<file path="config.mk">
export PLATFORM = sky130hd
export DESIGN_NAME = ivt_skip_bank
export DESIGN_NICKNAME = d
export VERILOG_FILES = /design/src/rtl/ivt_pkg.sv /design/src/rtl/ivt_tick_edge.sv /design/src/rtl/ivt_reg_decode.sv /design/src/rtl/ivt_skip_slot.sv /design/src/rtl/ivt_skip_bank.sv
export SDC_FILE = /design/constraint.sdc
export NUM_CORES = 1
export LEC_CHECK = 0
export ABC_AREA = 1
export BUFFER_PORTS_ARGS = -buffer_cell sky130_fd_sc_hd__buf_2
export CORE_MARGIN = 3
export CORE_UTILIZATION = 45
export DETAILED_ROUTE_END_ITERATION = 16
export PLACE_DENSITY_LB_ADDON = 0.25
export SLEW_MARGIN = 25
export SYNTH_ARGS = -nofsm -noshare
export SYNTH_HDL_FRONTEND = slang
export SYNTH_HIERARCHICAL = 1
export SYNTH_SLANG_ARGS = --single-unit
</file>
<file path="constraint.sdc">
create_clock -name clk -period 4.3 [get_ports clk]
set_input_delay 0.86 -clock clk [delete_from_list [all_inputs] [get_ports clk]]
set_output_delay 0.86 -clock clk [all_outputs]
set_load 0.02 [all_outputs]
</file>
<file path="src/rtl/ivt_pkg.sv">
package ivt_pkg;
    localparam int NCPU   = 4;
    localparam int CNT_W  = 24;
    localparam int ST_W   = CNT_W + 1;
    localparam int ADDR_W = 12;

    typedef logic [ADDR_W-1:0] reg_addr_t;

    typedef struct packed {
        logic             ovf;
        logic [CNT_W-1:0] cnt;
    } skip_state_t;

    // Register offset for each processor slot; the decoder depends on it.
    function automatic reg_addr_t slot_offset(input int idx);
        case (idx)
            0:       return reg_addr_t'(12'h380);
            1:       return reg_addr_t'(12'h3C0);
            2:       return reg_addr_t'(12'h700);
            default: return reg_addr_t'(12'h740);
        endcase
    endfunction

    // One tick: wrap-around decrement over the full 25 bits, overflow sticky.
    function automatic skip_state_t step_down(input skip_state_t cur);
        logic [ST_W-1:0] flat;
        logic [ST_W-1:0] dec;
        skip_state_t     nxt;
        flat    = cur;
        dec     = flat - 1'b1;
        nxt.cnt = dec[CNT_W-1:0];
        nxt.ovf = dec[CNT_W] | cur.ovf;
        return nxt;
    endfunction

    function automatic skip_state_t load_value(input logic [CNT_W-1:0] d);
        skip_state_t v;
        v.ovf = 1'b0;
        v.cnt = d;
        return v;
    endfunction
endpackage

</file>
<file path="src/rtl/ivt_tick_edge.sv">
module ivt_tick_edge #(
    parameter int STAGES = 2
) (
    input  logic clk,
    input  logic rst,
    input  logic tick_lvl,
    output logic tick_pulse
);
    localparam int TOP = STAGES - 1;

    logic [STAGES-1:0] sync_q;
    logic              prev_q;
    logic              pulse_q;

    generate
        if (STAGES == 1) begin : g_one
            always_ff @(posedge clk) begin
                if (rst) sync_q <= '0;
                else     sync_q <= tick_lvl;
            end
        end else begin : g_chain
            always_ff @(posedge clk) begin
                if (rst) sync_q <= '0;
                else     sync_q <= {sync_q[STAGES-2:0], tick_lvl};
            end
        end
    endgenerate

    always_ff @(posedge clk) begin
        if (rst) begin
            prev_q  <= 1'b0;
            pulse_q <= 1'b0;
        end else begin
            prev_q  <= sync_q[TOP];
            pulse_q <= sync_q[TOP] & ~prev_q;
        end
    end

    assign tick_pulse = pulse_q;
endmodule

</file>
<file path="src/rtl/ivt_reg_decode.sv">
module ivt_reg_decode
    import ivt_pkg::*;
(
    input  reg_addr_t                 reg_addr,
    input  logic                      wr_en,
    input  skip_state_t [NCPU-1:0]    state,
    output logic [NCPU-1:0]           wr_hit,
    output logic [ST_W-1:0]           rd_data,
    output logic                      rd_hit
);
    logic [NCPU-1:0] sel;

    generate
        for (genvar gi = 0; gi < NCPU; gi++) begin : g_sel
            assign sel[gi] = (reg_addr == slot_offset(gi));
        end
    endgenerate

    assign wr_hit = sel & {NCPU{wr_en}};

    always_comb begin
        rd_data = '0;
        rd_hit  = 1'b0;
        for (int i = 0; i < NCPU; i++) begin
            if (sel[i]) begin
                rd_data = state[i];
                rd_hit  = 1'b1;
            end
        end
    end
endmodule

</file>
<file path="src/rtl/ivt_skip_slot.sv">
module ivt_skip_slot
    import ivt_pkg::*;
(
    input  logic             clk,
    input  logic             rst,
    input  logic             present,
    input  logic             tick,
    input  logic             wr_hit,
    input  logic [CNT_W-1:0] wr_data,
    output skip_state_t      state_q,
    output logic             set_q
);
    skip_state_t after_tick;

    assign after_tick = step_down(state_q);

    always_ff @(posedge clk) begin
        if (rst) begin
            state_q <= '0;
            set_q   <= 1'b0;
        end else begin
            set_q <= 1'b0;
            if (wr_hit) begin
                state_q <= load_value(wr_data);
            end else if (tick && present) begin
                state_q <= after_tick;
                set_q   <= after_tick.ovf;
            end
        end
    end
endmodule

</file>
<file path="src/rtl/ivt_skip_bank.sv">
module ivt_skip_bank
    import ivt_pkg::*;
#(
    parameter int SYNC_STAGES = 2
) (
    input  logic              clk,
    input  logic              rst,
    input  logic              tick_lvl,
    input  logic [NCPU-1:0]   cpu_present,
    input  logic [ADDR_W-1:0] reg_addr,
    input  logic              wr_en,
    input  logic [CNT_W-1:0]  wr_data,
    output logic [ST_W-1:0]   rd_data,
    output logic              rd_hit,
    output logic [NCPU-1:0]   timer_set
);
    logic                   tick_pulse;
    logic [NCPU-1:0]        wr_hit;
    skip_state_t [NCPU-1:0] slot_state;

    ivt_tick_edge #(.STAGES(SYNC_STAGES)) u_edge (
        .clk        (clk),
        .rst        (rst),
        .tick_lvl   (tick_lvl),
        .tick_pulse (tick_pulse)
    );

    ivt_reg_decode u_dec (
        .reg_addr (reg_addr),
        .wr_en    (wr_en),
        .state    (slot_state),
        .wr_hit   (wr_hit),
        .rd_data  (rd_data),
        .rd_hit   (rd_hit)
    );

    generate
        for (genvar gi = 0; gi < NCPU; gi++) begin : g_slot
            ivt_skip_slot u_slot (
                .clk     (clk),
                .rst     (rst),
                .present (cpu_present[gi]),
                .tick    (tick_pulse),
                .wr_hit  (wr_hit[gi]),
                .wr_data (wr_data),
                .state_q (slot_state[gi]),
                .set_q   (timer_set[gi])
            );
        end
    endgenerate
endmodule

</file>
==> summary.md, run 1 <==
| Metric | Value |
|---|---|
| Comb pwr share | 20.5% |
| # Post-CTS Setup Buffers | 0 |
| Dpl hpwl | 23.9 mm |
| R2R Path Start | u_edge/tick_pulse |
| GP Congestion | 1.03 |
| Critical Path End Type | primary output |
| Setup crit end | rd_data[10] |
| Area grow syn2layout | 10.1% |
| Async S/R FF share, synth | 0% |
| Distinct cells, synth | 30 |
| IO Pins | 74 |
| Commonest non-fill, non-tap cell in the layout | nand2_1 |
| DRC violations left | 0 |
| Slew @ Worst Pin | 0.860 ns |
| Worst Reg2Reg Path Length in Cells | 7 |
| Post-placement setup slack | 0.698 ns |
| Max Slew Vio Count | 0 |
| Int Pwr | 1.76 mW |
| Quantity of gates resized following cts | 0 |
| Fin. Hold Viols | 0 |
| Core area | 0.0183 mm² |
| Mapped Nets | 1,511 |
| Unrepaired setup endpoints after global routing | no |
| Number of core rows | 49 |
| Crit. Startpoint | reg_addr[6] |
| Worst-Skew Late Latency | 0.36 ns |
| Startpoint Class | input pin |
| Psw | 0.797 mW |
| CTS root buf | clkbuf_16 |
| Clock power share | 38.1% |
| Syn. warnings | 6 |
| Clk slew on worst S/H paths | 0.07 ns |
| VDD IR max | 0.165 mV |
| Syn Area/Cell | 5.81 µm² |
| First-pass GRT wire length | 48.3 mm |
| Num CTS Buffers | 9 |
| Flop pwr share | 41.4% |
| Power Total | 2.56 mW |
| Leakage Power | 4.42 nW |
| Most frequent cells in the layout | nand2_1 (399), inv_1 (213), nor2_1 (156) |
| Nets | 1,557 |
| Setup-failing EPs final | 0 |
| Switching share of power | 31.1% |
| Synth Flop Type | dfxtp_1 |
| Initial antenna violation count | 1 |
| Final period util | 84.8% |
| Die Height | 143 µm |
| GRT overflow | 0 |
| Worst R2R End | g_slot[0].u_slot/state_q[8] |
| GRT Total Usage | 30.7% |
| Post-synth EDFFs | 0 |
| Wirelength per Cell | 18.4 µm |
| Max clock buf depth | 2 |
| Required time worst endpoint | 3.44 ns |
| H-tree depth | 3 |
| Power Dens Cells | 273 mW/mm² |
| Pre-antenna DRT Iters | 6 |
| Normalized max-slew margin | 42.6% |
| Tmin final | 3.65 ns |
| TNS Setup | 0 ns |
| Sink Count | 108 |
| PortBufs | 73 |
| Sequential area share after synthesis | 25.4% |
| Final WL | 32.1 mm |
| Die area | 0.0206 mm² |
| CP max FO | 30 |
| Crit path kind | input pin to primary output |
| PnR worst setup slack | 0.655 ns |
| Starting Density | 46.5% |
| HP Class | register to register |
| Vias in the first global route | 8,421 |
| Yosys reg bits | 108 |
| CTS hold repair buffers | 0 |
| Worst Clk Skew | 0.00921 ns |
| MaxCap Viol Count | 0 |
| Mapped Cells | 1,463 |
| CTS tree | built |
| Antenna-violating nets left | 0 |
| DR vias/cell | 5.69 |
| Largest net degree at the start of global routing | 40 |
| Share of cells above drive strength 1 | 11.7% |
| Routed vias | 9,921 |
| Top achievable clock speed | 0.274 GHz |
| Reg2reg setup slack | 2.32 ns |
| Mapped cell area | 0.00850 mm² |
| Die width | 143 µm |
| Critical path arrival | 2.79 ns |
| DR iter-0 viols | 1,266 |
| Outcome | completed |
-- critical path, cell delays in order --
cell	delay, ns
buf_2	0.26
or2_1	0.31
nor2_4	0.29
nand3_1	0.46
nand2_1	0.21
inv_1	0.05
nand2_1	0.05
a21oi_1	0.10
buf_2	0.18
-- worst min-delay path by stage --
stage,startpoint,to,cells after the start
after floorplan,u_edge/prev_q,u_edge/tick_pulse,1
after global placement,u_edge/prev_q,u_edge/tick_pulse,1
after detailed placement,u_edge/prev_q,u_edge/tick_pulse,1
after CTS,u_edge/prev_q,u_edge/tick_pulse,1
after global routing,u_edge/prev_q,u_edge/tick_pulse,1
final,u_edge/prev_q,u_edge/tick_pulse,1
-- registers in the layout (all words and copies together) (netlist names) --
| signal | cells |
|---|---|
| g_slot.u_slot/state_q | 100 |
| g_slot.u_slot/set_q | 4 |
| u_edge/sync_q | 2 |
| u_edge/prev_q | 1 |
| u_edge/tick_pulse | 1 |
-- cells in the mapped netlist (10+ instances only) --
master    instances  area share, %
dfxtp_1         108             25
nand2_2          11           0.81
nand2_1         399             18
o211ai_1         37            3.3
buf_2            31            1.8
inv_1           213            9.4
xor2_1           24            2.5
clkbuf_1         18           0.80
inv_2            21           0.93
nand4_1          43            3.2
a21oi_1         102            6.0
nor2_1          156            6.9
nand3_1         143            8.4
nor2_2           10           0.74
o21ai_0          72            4.2
nor2_4           19            2.5
a31oi_1          16            1.2
-- cell families after synthesis --
kind of cell	after synthesis	share of synthesized area, %
XOR/XNOR	24	2.47
AO/OA/AOI/OAI	235	15.5
adder cells (fa/ha/maj)	4	0.589
AND/OR/NAND/NOR	805	42.8
buffers and inverters	287	13.2
flip-flops	108	25.4
-- stage by stage --
step                      utilization, %  cell area, µm²  hold WS (ns)  instances
after global placement              49.4            9020         0.384       1727
after floorplan                        -            8500         0.382       1463
after global routing                51.2            9350         0.418       1743
after CTS                           51.2            9350         0.403       1743
after detailed placement            49.4            9020         0.390       1727
final                               51.2            9360         0.401       1744
-- power by group through the flow --
stage | clock, mW | combinational [mW] | sequential (mW)
after global routing | 1.02 | 0.586 | 1.06
after CTS | 0.993 | 0.516 | 1.06
after detailed placement | 0 | 0.514 | 1.08
after global placement | 0 | 0.508 | 1.08
after floorplan | 0 | 0.377 | 1.06
final | 0.975 | 0.524 | 1.06
-- cell type report --
type,count,area [µm²]
Timing Repair Buffer,88,478
Fill cell,1972,8910
Clock inverter,5,100
Multi-Input combinational cell,1068,5220
Antenna cell,1,2.50
Clock buffer,11,233
Tap cell,229,287
Sequential cell,108,2160
Inverter,234,878
-- metal layers --
layer / up-vias / part of all wire, % / track usage, %
li1: 4797 / - / -
met5: - / 0.041 / 0
met2: 467 / 44 / 47.1
met4: 2 / 3.9 / 11.9
met1: 4590 / 43 / 43.6
met3: 65 / 8.8 / 4.49
Power figures use the tool's default switching activity.
==> run 2: changes to the inputs <==
--- a/config.mk
+++ b/config.mk
@@ -5,7 +5,7 @@
 export SDC_FILE = /design/constraint.sdc
 export NUM_CORES = 1
 export LEC_CHECK = 0
-export ABC_AREA = 1
+export ABC_AREA = 0
 export BUFFER_PORTS_ARGS = -buffer_cell sky130_fd_sc_hd__buf_2
 export CORE_MARGIN = 3
 export CORE_UTILIZATION = 45
==> constraint.sdc (replaced) <==
create_clock -name clk -period 3.35 [get_ports clk]
set_input_delay 0.67 -clock clk [delete_from_list [all_inputs] [get_ports clk]]
set_output_delay 0.67 -clock clk [all_outputs]
set_load 0.02 [all_outputs]
==> summary.md, run 2 <==
| Metric | Value |
|---|---|
| Outcome | completed |
| Worst-path cell chain | buf_2 -> buf_4 -> mux2_2 -> nand3_1 -> a21oi_1 -> buf_2 |
| Die width | 133 µm |
| Synth Flop Type | dfxtp_1 |
| Final period util | 86.7% |
| Initial antenna violation count | 0 |
| Post-route insts no fill | 1,116 |
| Number of core rows | 45 |
| Yosys top cell area share | 29.7% |
| Crit path kind | input pin to primary output |
| # Post-CTS Setup Buffers | 0 |
| CTS root buf | clkbuf_16 |
| Core area | 0.0155 mm² |
| DR vias/cell | 6.48 |
| Most frequent cells in the layout | dfxtp_1 (108), nor2_1 (92), buf_2 (72) |
| Startpoint Class | input pin |
| Cell taking the most area after synthesis | dfxtp_1 |
| Tmin final | 2.90 ns |
| Inst Count DP | 1,101 |
| Most instantiated cells after synthesis | dfxtp_1 (108), nor2_1 (92), nand3_1 (56) |
| Setup-failing EPs final | 0 |
| Clk slew on worst S/H paths | 0.07 ns |
| Max clock buf depth | 2 |
| Unrepaired setup endpoints after global routing | no |
| Ant. Diodes | 0 |
| Dpl hpwl | 17.5 mm |
| PortBufs | 73 |
| Mapped Nets | 919 |
| Async S/R FF share, synth | 0% |
| First-pass GRT wire length | 37.0 mm |
| Power Total | 2.74 mW |
| Worst-Skew Late Latency | 0.36 ns |
| MaxCap Viol Count | 0 |
| CTS hold repair buffers | 0 |
| Slowest CP cell | buf_2 |
| Largest net degree at the start of global routing | 53 |
| Commonest non-fill, non-tap cell in the layout | dfxtp_1 |
| DRC violations left | 0 |
| Final core area utilization | 51.4% |
| Critical Path End Type | primary output |
| IO Pins | 74 |
| Final WL | 23.8 mm |
| Quantity of gates resized following cts | 0 |
| Syn. warnings | 6 |
| Top-count cell post-synth | dfxtp_1 |
| Mapped Cells | 871 |
| Power Dens Cells | 342 mW/mm² |
| Post-DP Area | 0.00774 mm² |
| Antenna-violating nets left | 0 |
| GRT Total Usage | 26.2% |
| Num CTS Buffers | 9 |
| CTS tree | built |
| GRT overflow | 0 |
| Required time worst endpoint | 2.68 ns |
| Leakage Power | 2.80 nW |
| Slew @ Worst Pin | 0.762 ns |
| Nets | 949 |
| Share of cells above drive strength 1 | 23.0% |
| Max reg flops | 100 |
| Critical path arrival | 2.23 ns |
| FILL cells | 1,546 |
| TNS Setup | 0 ns |
| Top achievable clock speed | 0.344 GHz |
| Synth area leaders | dfxtp_1 (30%), mux2_2 (7.7%), nor2_1 (4.7%) |
| PnR worst setup slack | 0.446 ns |
| Biggest register | g_slot.u_slot/state_q |
| Cell mode on critical path | buf_2 |
| Post-synth EDFFs | 0 |
| Sink Count | 108 |
| Post-placement setup slack | 0.460 ns |
| Final instance area | 0.00799 mm² |
| VDD IR max | 0.283 mV |
| Area grow syn2layout | 9.65% |
| Vias in the first global route | 6,337 |
| CP max FO | 23 |
| Routed vias | 7,228 |
| Pre-antenna DRT Iters | 5 |
| DR iter-0 viols | 650 |
| H-tree depth | 3 |
| GP Congestion | 0.880 |
| Die area | 0.0178 mm² |
| Max incr delay on CP | 0.45 ns |
| Worst Clk Skew | 0.00761 ns |
| Normalized max-slew margin | 48.7% |
| Syn Area/Cell | 8.36 µm² |
| Starting Density | 46.9% |
| Fin. Hold Viols | 0 |
| Max Slew Vio Count | 0 |
| HP Class | register to register |
| WHS | 0.409 ns |
| Wirelength per Cell | 21.4 µm |
| Sequential area share after synthesis | 29.7% |
| Distinct cells, synth | 52 |
| Mapped cell area | 0.00729 mm² |
| Largest regs | g_slot.u_slot/state_q (100), g_slot.u_slot/set_q (4), u_edge/sync_q (2) |
| Yosys reg bits | 108 |
| Die Height | 133 µm |
run 2: cell types whose count changed after synthesis, sizes merged, moves of 44 or more:
| cell | previous run | this run |
|---|---|---|
| inv | 234 | 34 |
| o21ai | 72 | 8 |
| nor4 | 0 | 44 |
| nor2 | 185 | 92 |
| nand2 | 414 | 26 |
| nand3 | 147 | 56 |
| a21oi | 102 | 40 |
| a211oi | 0 | 44 |
| mux2 | 0 | 50 |
run 2: area by class of cell:
type | count | area (µm²) | area share (%)
repair buffers | 99 | 588 | 7.36
clock inverters | 3 | 15.0 | 0.188
multi-input cells | 649 | 4600 | 57.5
inverters | 34 | 128 | 1.60
clock buffers | 12 | 236 | 2.96
flip-flops and latches | 108 | 2160 | 27.1
well taps | 211 | 264 | 3.30
run 2: worst paths after layout:
check                          from                      endpoint  slack [ns]  cells past startpoint
hold reg to reg       u_edge/prev_q             u_edge/tick_pulse        0.41                      1
hold / removal        u_edge/prev_q             u_edge/tick_pulse        0.41                      1
setup reg to reg  u_edge/tick_pulse  g_slot[2].u_slot/state_q[20]        0.96                      5
setup / recovery        reg_addr[6]                   rd_data[20]        0.45                      6
run 2: cell families after synthesis:
| group | count (synthesis) | share of synthesized area (%) |
|---|---|---|
| multiplexers | 54 | 8.28 |
| AO/OA/AOI/OAI | 186 | 20.0 |
| flip-flops | 108 | 29.7 |
| XOR/XNOR | 40 | 4.81 |
| buffers and inverters | 114 | 7.49 |
| AND/OR/NAND/NOR | 365 | 29.0 |
| adder cells (fa/ha/maj) | 4 | 0.687 |
run 2: metal layers:
| layer | up-vias | part of all wire, % | global-route usage [%] |
|---|---|---|---|
| li1 | 3404 | - | - |
| met1 | 3505 | 47 | 38.4 |
| met3 | 41 | 6.7 | 5.40 |
| met4 | 0 | 2.5 | 7.94 |
| met5 | - | 0 | 0 |
| met2 | 278 | 44 | 38.8 |
run 2: critical path: cells and delay by family:
kind / cells / cell delay [ns]
buffers and inverters: 3 / 0.99
muxes: 1 / 0.36
AOI/OAI and AO/OA: 1 / 0.10
and+or+nand+nor: 1 / 0.08
run 2: power breakdown:
| group | switching (mW) | total, mW | internal (mW) | leakage, nW |
|---|---|---|---|---|
| Sequential | 0.0431 | 1.36 | 1.31 | 0.873 |
| Combinational | 0.245 | 0.391 | 0.146 | 1.80 |
| Clock | 0.490 | 0.989 | 0.499 | 0.126 |
| Total | 0.779 | 2.74 | 1.96 | 2.80 |
==> run 3: changes to the inputs <==
--- a/config.mk
+++ b/config.mk
@@ -6,13 +6,15 @@
 export NUM_CORES = 1
 export LEC_CHECK = 0
 export ABC_AREA = 0
-export BUFFER_PORTS_ARGS = -buffer_cell sky130_fd_sc_hd__buf_2
+export BUFFER_PORTS_ARGS = -buffer_cell sky130_fd_sc_hd__clkbuf_2
 export CORE_MARGIN = 3
 export CORE_UTILIZATION = 45
 export DETAILED_ROUTE_END_ITERATION = 16
 export PLACE_DENSITY_LB_ADDON = 0.25
+export REMOVE_ABC_BUFFERS = 1
 export SLEW_MARGIN = 25
 export SYNTH_ARGS = -nofsm -noshare
 export SYNTH_HDL_FRONTEND = slang
 export SYNTH_HIERARCHICAL = 1
 export SYNTH_SLANG_ARGS = --single-unit
+export TNS_END_PERCENT = 10
==> summary.md, run 3 (same netlist as run 2, synthesis figures left out) <==
| Metric | Value |
|---|---|
| Required time worst endpoint | 2.68 ns |
| Normalized max-slew margin | 37.9% |
| Largest net degree at the start of global routing | 34 |
| DR iter-0 viols | 662 |
| Critical Path End Type | primary output |
| PortBufs | 73 |
| Die width | 133 µm |
| Num CTS Buffers | 9 |
| GP Congestion | 0.877 |
| Vias in the first global route | 6,425 |
| Worst Reg2Reg Path Length in Cells | 5 |
| Max Slew Vio Count | 0 |
| Largest regs | g_slot.u_slot/state_q (100), g_slot.u_slot/set_q (4), u_edge/sync_q (2) |
| VDD IR max | 0.297 mV |
| Crit path kind | input pin to primary output |
| Die area | 0.0178 mm² |
| Inst Count DP | 1,103 |
| Antenna-violating nets left | 0 |
| DRC violations left | 0 |
| Max reg flops | 100 |
| Hold Path Sink | u_edge/tick_pulse |
| PnR worst setup slack | 0.501 ns |
| Fin. Hold Viols | 0 |
| Final period util | 85.1% |
| Worst Clk Skew | 0.00998 ns |
| CTS hold repair buffers | 0 |
| Tmin final | 2.85 ns |
| # Post-CTS Setup Buffers | 0 |
| Area grow syn2layout | 10.8% |
| Quantity of gates resized following cts | 0 |
| Slew @ Worst Pin | 0.923 ns |
| Max clock buf depth | 2 |
| Worst-Skew Late Latency | 0.37 ns |
| CP max FO | 29 |
| Post-placement setup slack | 0.488 ns |
| Power Dens Cells | 365 mW/mm² |
| Final instance area | 0.00807 mm² |
| Pre-antenna DRT Iters | 5 |
| HP Class | register to register |
| Worst R2R End | g_slot[3].u_slot/state_q[17] |
| Routed vias | 7,043 |
| Ant. Diodes | 0 |
| Critical path arrival | 2.18 ns |
| Post-route insts no fill | 1,119 |
| Unrepaired setup endpoints after global routing | no |
| GRT Total Usage | 24.8% |
| Starting Density | 46.9% |
| FILL cells | 1,527 |
| Dpl hpwl | 16.3 mm |
| Reg2reg setup slack | 0.85 ns |
| Hold Path Depth | 1 |
| CTS root buf | clkbuf_16 |
| Wirelength per Cell | 19.8 µm |
| MaxCap Viol Count | 0 |
| First-pass GRT wire length | 35.3 mm |
| Power Total | 2.95 mW |
| Sink Count | 108 |
| Number of core rows | 45 |
| Outcome | completed |
| Clk slew on worst S/H paths | 0.08 ns |
| WHS | 0.409 ns |
| Commonest non-fill, non-tap cell in the layout | dfxtp_1 |
| Hold_sp | u_edge/prev_q |
| Top achievable clock speed | 0.351 GHz |
| Biggest register | g_slot.u_slot/state_q |
| H-tree depth | 3 |
| Most frequent cells in the layout | dfxtp_1 (108), nor2_1 (92), clkbuf_2 (72) |
| R2R Path Start | u_edge/tick_pulse |
| CTS tree | built |
| Setup-failing EPs final | 0 |
| DR vias/cell | 6.29 |
| Leakage Power | 2.83 nW |
| Post-DP Area | 0.00774 mm² |
| Initial antenna violation count | 1 |
| IO Pins | 74 |
| Core area | 0.0155 mm² |
| Startpoint Class | input pin |
| Nets | 951 |
| GRT overflow | 0 |
| Final WL | 22.1 mm |
| Share of cells above drive strength 1 | 23.6% |
| Die Height | 133 µm |
## run 3: cell count changes in the layout (fill, tap and decap cells not counted), sizes merged
cell,previous run,this run
inv,34,37
clkbuf,12,81
clkinv,3,2
bufinv,0,2
buf,99,29
## run 3: metal layers
layer / track usage, % / vias to the layer above / wire, µm
met5: 0 / - / 13
met4: 5.66 / 2 / 405
met3: 5.14 / 32 / 1500
met2: 37.9 / 236 / 9690
met1: 35.9 / 3360 / 10500
li1: - / 3413 / -
## run 3: layout make-up
type / instances / area, µm² / share of cell area (%)
Multi-Input combinational cell: 649 / 4600 / 56.9
Clock inverter: 7 / 106 / 1.32
Timing Repair Buffer: 101 / 591 / 7.32
Tap cell: 211 / 264 / 3.27
Inverter: 34 / 128 / 1.58
Clock buffer: 9 / 225 / 2.79
Sequential cell: 108 / 2160 / 26.8
## run 3: stage by stage
step	TNS [ns]	util [%]
2_1_floorplan	-97.12	-
3_3_place_gp	0	49.8
3_5_place_dp	0	49.8
4_1_cts	0	51.9
5_1_grt	0	51.9
6_report	0	51.9
## run 3: worst max path at each step
stage          slack [ns]  cells past startpoint                            to         from
4_1_cts              0.52                      6                   rd_data[23]  reg_addr[6]
3_3_place_gp         0.51                      7  g_slot[3].u_slot/state_q[22]  reg_addr[5]
5_1_grt              0.45                      6                   rd_data[23]  reg_addr[6]
6_report             0.50                      6                   rd_data[11]  reg_addr[6]
2_1_floorplan       -2.03                      7  g_slot[2].u_slot/state_q[22]  reg_addr[1]
3_5_place_dp         0.49                      7  g_slot[3].u_slot/state_q[22]  reg_addr[5]
## run 3: power breakdown
group / internal (mW) / switching, mW
clock network: 0.670 / 0.545
registers: 1.31 / 0.0416
logic: 0.147 / 0.234
## run 3: worst max-delay path: stages
cell and delay, ns:
clkbuf_2 0.44, buf_12 0.28, mux2_2 0.19, nand3_1 0.07, a21oi_1 0.29, clkbuf_2 0.23
